File: config.mk
export PLATFORM = sky130hd
export DESIGN_NAME = gpio_port
export DESIGN_NICKNAME = d
export VERILOG_FILES = /design/src/rtl/gpio_port.sv
export SDC_FILE = /design/constraint.sdc
export NUM_CORES = 1
export LEC_CHECK = 0
export ABC_AREA = 1
export BUFFER_PORTS_ARGS = -buffer_cell sky130_fd_sc_hd__buf_2
export CELL_PAD_IN_SITES_DETAIL_PLACEMENT = 0
export CELL_PAD_IN_SITES_GLOBAL_PLACEMENT = 1
export CORE_AREA = 5 5 106 108
export DETAILED_ROUTE_END_ITERATION = 8
export DIE_AREA = 0 0 111 113
export PLACE_DENSITY_LB_ADDON = 0.08
export SLEW_MARGIN = 0
export SYNTH_ARGS = -nofsm -noshare
export SYNTH_HDL_FRONTEND = slang
export SYNTH_SLANG_ARGS = --single-unit
File: constraint.sdc
create_clock -name clk -period 1.8 [get_ports clk]
set_input_delay 0.09 -clock clk [delete_from_list [all_inputs] [get_ports clk]]
set_output_delay 0.09 -clock clk [all_outputs]
set_load 0.005 [all_outputs]
File: src/rtl/gpio_port.sv
module gpio_port #(
  parameter int WIDTH = 16,
  parameter logic [WIDTH-1:0] IMPL_MASK = {WIDTH{1'b1}},
  parameter logic [WIDTH-1:0] I2C_MASK = '0
) (
  input  logic             clk,
  input  logic             rst_n,
  input  logic [1:0]       bus_addr,
  input  logic             bus_we,
  input  logic [WIDTH-1:0] bus_wdata,
  output logic [WIDTH-1:0] bus_rdata,
  input  logic [WIDTH-1:0] periph_sel,
  input  logic [WIDTH-1:0] periph_out,
  input  logic [WIDTH-1:0] periph_oe,
  input  logic [WIDTH-1:0] pad_in,
  output logic [WIDTH-1:0] pad_out,
  output logic [WIDTH-1:0] pad_oe
);
  localparam logic [1:0] A_DIR = 2'd0, A_PIN = 2'd1, A_LAT = 2'd2, A_ODC = 2'd3;

  logic [WIDTH-1:0] dir_q, lat_q, odc_q, sync1_q, sync2_q;
  logic [WIDTH-1:0] wmask, src_val, src_oe, od_en;

  assign wmask = bus_wdata & IMPL_MASK;

  always_ff @(posedge clk or negedge rst_n) begin
    if (!rst_n) begin
      dir_q <= IMPL_MASK;
      lat_q <= '0;
      odc_q <= '0;
    end else if (bus_we) begin
      case (bus_addr)
        A_DIR:        dir_q <= wmask;
        A_PIN, A_LAT: lat_q <= wmask;
        default:      odc_q <= wmask;
      endcase
    end
  end

  always_ff @(posedge clk) begin
    sync1_q <= pad_in;
    sync2_q <= sync1_q;
  end

  always_comb begin
    case (bus_addr)
      A_DIR:   bus_rdata = dir_q;
      A_PIN:   bus_rdata = sync2_q & IMPL_MASK;
      A_LAT:   bus_rdata = lat_q;
      default: bus_rdata = odc_q;
    endcase
  end

  assign src_val = (periph_sel & periph_out) | (~periph_sel & lat_q);
  assign src_oe  = (periph_sel & periph_oe)  | (~periph_sel & ~dir_q);
  assign od_en   = odc_q & ~I2C_MASK;

  assign pad_out = src_val & ~od_en & IMPL_MASK;
  assign pad_oe  = src_oe & ~(od_en & src_val) & IMPL_MASK;
endmodule

### Word level (Yosys, flattened, before mapping)

Cells that the tools add are included.

* equal/unequal tests: 2
* mux-type cells: 1
* bitwise operators: 14
* reduce and logical (&&, ||, !) cells: 6

Operator list (count)
* AND 16 bit: 7
* NOT 16 bit: 4
* one-hot mux 16 bit (3 select lines): 1
* bitwise OR 16 bit: 2
* AND reduction 2 bit: 3
* OR reduction 3 bit: 1
* == test 2 x 1 -> 1 bit, second input constant: 1
* == test 2 bit, second input constant: 1
* zero test 2 bit: 1
* OR reduction 2 bit: 1
* NOT 1 bit: 1

* register bits: 80
* input port bits: 85
* output and inout port bits: 48
* word-level logic and storage cells: 28

### Depth between registers and ports, before layout

* depth in word-level cells: 6
* depth in mapped cells: 8

### Worst setup path after synthesis

OpenSTA, ideal clock, no wires.

* kind: input port to output port
* start point: in bus_addr[0]
* end point: out bus_rdata[1]
* arrival: 0.835 ns
* data required time: 1.710 ns
* setup slack: 0.875 ns
* cell stages on the path: 8
* buffers on the path: 2
* path through: inv_1 > ha_1 > buf_4 > buf_4 > nand2_1 > nand3_1 > nand2_1 > nand2_1

* word-level cells in the longest chain between the ends: 2
* elaborated cells between the ends (all ways): 4
* those cells by class: 2 x eq/ne; 1 x mux; 1 x reduce/logical

Ends and longest elaborated chain
* start: declaration: RTL line 8 `input logic [1:0] bus_addr,`
* == test 2 bit, or another cell as far along: RTL line 46 `case (bus_addr)`
* one-hot mux 16 bit (3 select lines) (*): RTL line 46
* end: declaration: RTL line 11 `output logic [WIDTH-1:0] bus_rdata,`

Mark *: on every way between the ends. The rest lies on a longest branch, timed or not.

### Worst setup path after layout

* start point: in bus_addr[0]
* end point: out bus_rdata[13]

The elaborated chain is that of the path after synthesis.

==> results.md <==
* Vias at between 3,000 and 4,000
* Clock tree sinks at 80
* Largest net degree at the start of global routing at 49
* Initial antenna violation count at 0
* Crit-path max cell delay at roughly 0.66 ns
* CTS tree: built
* CTS max path bufs at 2
* Number of buffers and inverters on the critical path at 3
* Max FO, Critical Path at 16
* Die W at roughly 110 µm
* Max rail drop VDD at around 0.53 mV
* Initial Util at 0.372
* Power Internal at 3250 µW
* Drt via density at between 4 and 5
* Wire per inst at 12.5 µm
* Part of the cycle the worst path needs at 0.835
* Worst path cell trace: buf_2, inv_1, ha_1, nand2_1, nand3_1, nand2_1, nand2_1, buf_2
* Root Driver: clkbuf_8
* Max-cap violations at 0
* Setup TNS at 0 ns
* Part of the Yosys area used for sequential elements at 0.494
* Final wirelength at slightly below 10,000 µm
* Top post-synthesis cells by count: nand2_1, inv_1
* Yosys reg bits at 80
* Top-area cell type share of the netlist area at 0.212
* GR Util met2 at 0.265
* Nets at between 700 and 800
* GR Layer Usage met1 at 0.210
* Yosys warning count at 0
* Ys async rst share at 0.600
* FF-to-FF Start: dir_q[0]$_DFFE_PN1P_
* Die area at approximately 13,000 µm²
* CP most frequent cell: nand2_1
* Top-count cell post-synth: nand2_1
* Gr ovfl total at 0
* DP Wirelength at about 7200 µm
* P per Cell Area at 915 nW/µm²
* Antenna cells at 0
* Fmax at about 0.67 GHz
* Post-DRT Antenna Nets at 0
* Top_reg_cell synth: dfxtp_1
* Pre-antenna DRT Iters at 4
* I/O Buffers at about 130
* Kind of critical path: input port to output port
* Unique masters post-synth at 16
* Avg Cell Area, Syn at between 7 and 8 µm²
* Sw frac at 0.287
* Post-Syn Area at ~3800 µm²
* FF-to-FF setup slack at 1.05 ns
* Largest area contributor in the netlist: dfrtp_1
* # rows at 37
* # setup viols final at 0
* CTS Buf Count at 9
* Busiest grt layer: met2
* R2r endpoint: dir_q[0]$_DFFE_PN1P_
* Max Clock Skew at between 0.004 and 0.005 ns
* Slew Viols, Final at 0
* Slowest CP cell: ha_1
* Net Switching at between 1000 and 1500 µW
* CP arrival at approximately 1.4 ns
* Starting DRC count in detailed routing at between 150 and 200
* Die Span Y at around 110 µm
* Drt drc at 0
* CP delay by family, top: adder cells
* GRT Util Overall at 0.160
* First-pass GRT wire length at ~16,000 µm
* Top-level I/O count at about 130
* Syn Inst Count at about 490
* CTS Hold Buffers Added at 22
* Worst-path clk slew at ~0.08 ns
* Unrepaired setup endpoints after global routing: false
* Status: complete, no violations
* Mapped Nets at a little under 600
* HP Start: bus_wdata[12]
* Layout cell share with drive strength beyond 1 at 0.330
* CTS resizes at 0
* Vias in the first global route at 3,447
* WP data required at ~1.7 ns
* Startpoint types: input port
* GP Congestion at approximately 0.76
* Synth top area cells: dfrtp_1, nand2_1, dfxtp_1
* Crit end category: output port
* Combinational Power Share at 0.206
* Pleak at ~0.0028 µW
* Class of the tightest hold or removal check: input port to register
* Area grow syn2layout at 32.2%
* Worst-margin pin slew at around 0.76 ns
* Clock network fraction of total power at 0.304
* EDFF count, synth at 0
* Clock Latency Late Sink at roughly 0.35 ns
* Number of setup buffers added after CTS at 0
* # H-tree levels at 3
* Sequential power share at 0.490
* PnR worst setup slack at between 0.2 and 0.3 ns
* Routing usage on met3 at 0.0433
* Core box area at about 10,000 µm²
* Final instance area at 4990 µm²
* Post-Place Setup Slack at ~0.30 ns
* Area after DPL at 4550 µm²
* Hold depth at 3
* Hold Vio Cnt, Final at 0
* Slew margin rel. at 0.491
* Min-Delay Endpoint: dir_q[12]$_DFFE_PN1P_
* Tmin final at roughly 1.5 ns
* R2r worst-path depth at 2
==> kinds of logic (layout without fill, tap and decap cells) <==
| kind of cell | after synthesis | after routing | share of synthesized area |
|---|---|---|---|
| AND/OR/NAND/NOR | 259 | 259 | 0.274 |
| AO/OA/AOI/OAI | 80 | 80 | 0.132 |
| adder cells (fa/ha/maj) | 4 | 4 | 0.0133 |
| flip-flops | 80 | 80 | 0.494 |
| buffers and inverters | 69 | 229 | 0.0876 |
==> layout make-up <==
class,count,area [µm²]
clock inverter,4,51.3
clock buffer,12,165
tap,136,170
multi-input combinational,343,1580
fill,1048,5150
timing repair buffer,162,966
inverter,51,191
sequential,80,1860
==> stage by stage <==
| stage | util | cells | hold WS [ns] | total power (µW) |
|---|---|---|---|---|
| 6_report | 0.492 | 788 | 0.0142 | 4560 |
| 5_1_grt | 0.492 | 788 | 0.0150 | 4850 |
| 4_1_cts | 0.492 | 788 | 0.00533 | 4630 |
| 3_5_place_dp | 0.449 | 750 | 0.194 | 3190 |
| 3_3_place_gp | 0.449 | 750 | 0.192 | 3170 |
| 2_1_floorplan | - | 492 | -0.206 | 2770 |
==> worst max-delay path by stage <==
| stage | from | endpoint | slack, ns | cells past startpoint |
|---|---|---|---|---|
| finish | bus_addr[0] | bus_rdata[13] | 0.30 | 8 |
| global route | bus_addr[0] | bus_rdata[9] | 0.16 | 8 |
| CTS | bus_addr[0] | bus_rdata[13] | 0.30 | 8 |
| detailed placement | bus_addr[0] | bus_rdata[13] | 0.30 | 8 |
| global placement | bus_addr[0] | bus_rdata[2] | 0.32 | 8 |
| floorplan | bus_addr[0] | bus_rdata[1] | 0.87 | 8 |
==> sequential cells by signal (all words and copies together), names as in the netlist <==
signal / count
dir_q: 16
lat_q: 16
od_en: 16
sync1_q: 16
sync2_q: 16
==> cell usage in the layout (no fill, tap or decap) <==
master	instances
inv_2	1
nand2_1	195
o21ai_2	26
dfrtp_1	32
clkinvlp_4	1
buf_2	132
clkinv_2	1
nand2_2	16
dfstp_2	16
clkinv_4	1
nand3_1	16
buf_4	6
bufinv_16	1
ha_1	4
o21ai_1	22
dfxtp_1	32
inv_1	50
buf_12	2
clkbuf_8	12
nor2_1	32
a21oi_1	32
dlygate4sd3_1	22
==> worst reg2reg max path: stages (launching register included) <==
cell     delay (ns)
dfstp_2        0.55
nand2_1        0.06
o21ai_2        0.07
==> per-layer routing <==
metal  wire [µm]  vias to the layer above  share of wire
met5           0                        -              0
met4          97                        0         0.0098
met3         535                       10          0.054
met2        4510                      100           0.46
met1        4750                     1545           0.48
li1            -                     1828              -
==> power by group through the flow <==
stage / sequential [µW] / clock [µW] / combinational [µW]
finish: 2240 / 1390 / 939
global route: 2270 / 1500 / 1080
CTS: 2240 / 1430 / 960
detailed placement: 2270 / 0 / 921
global placement: 2270 / 0 / 901
floorplan: 2210 / 0 / 557
Note: power is estimated with default switching activity, not from simulation.
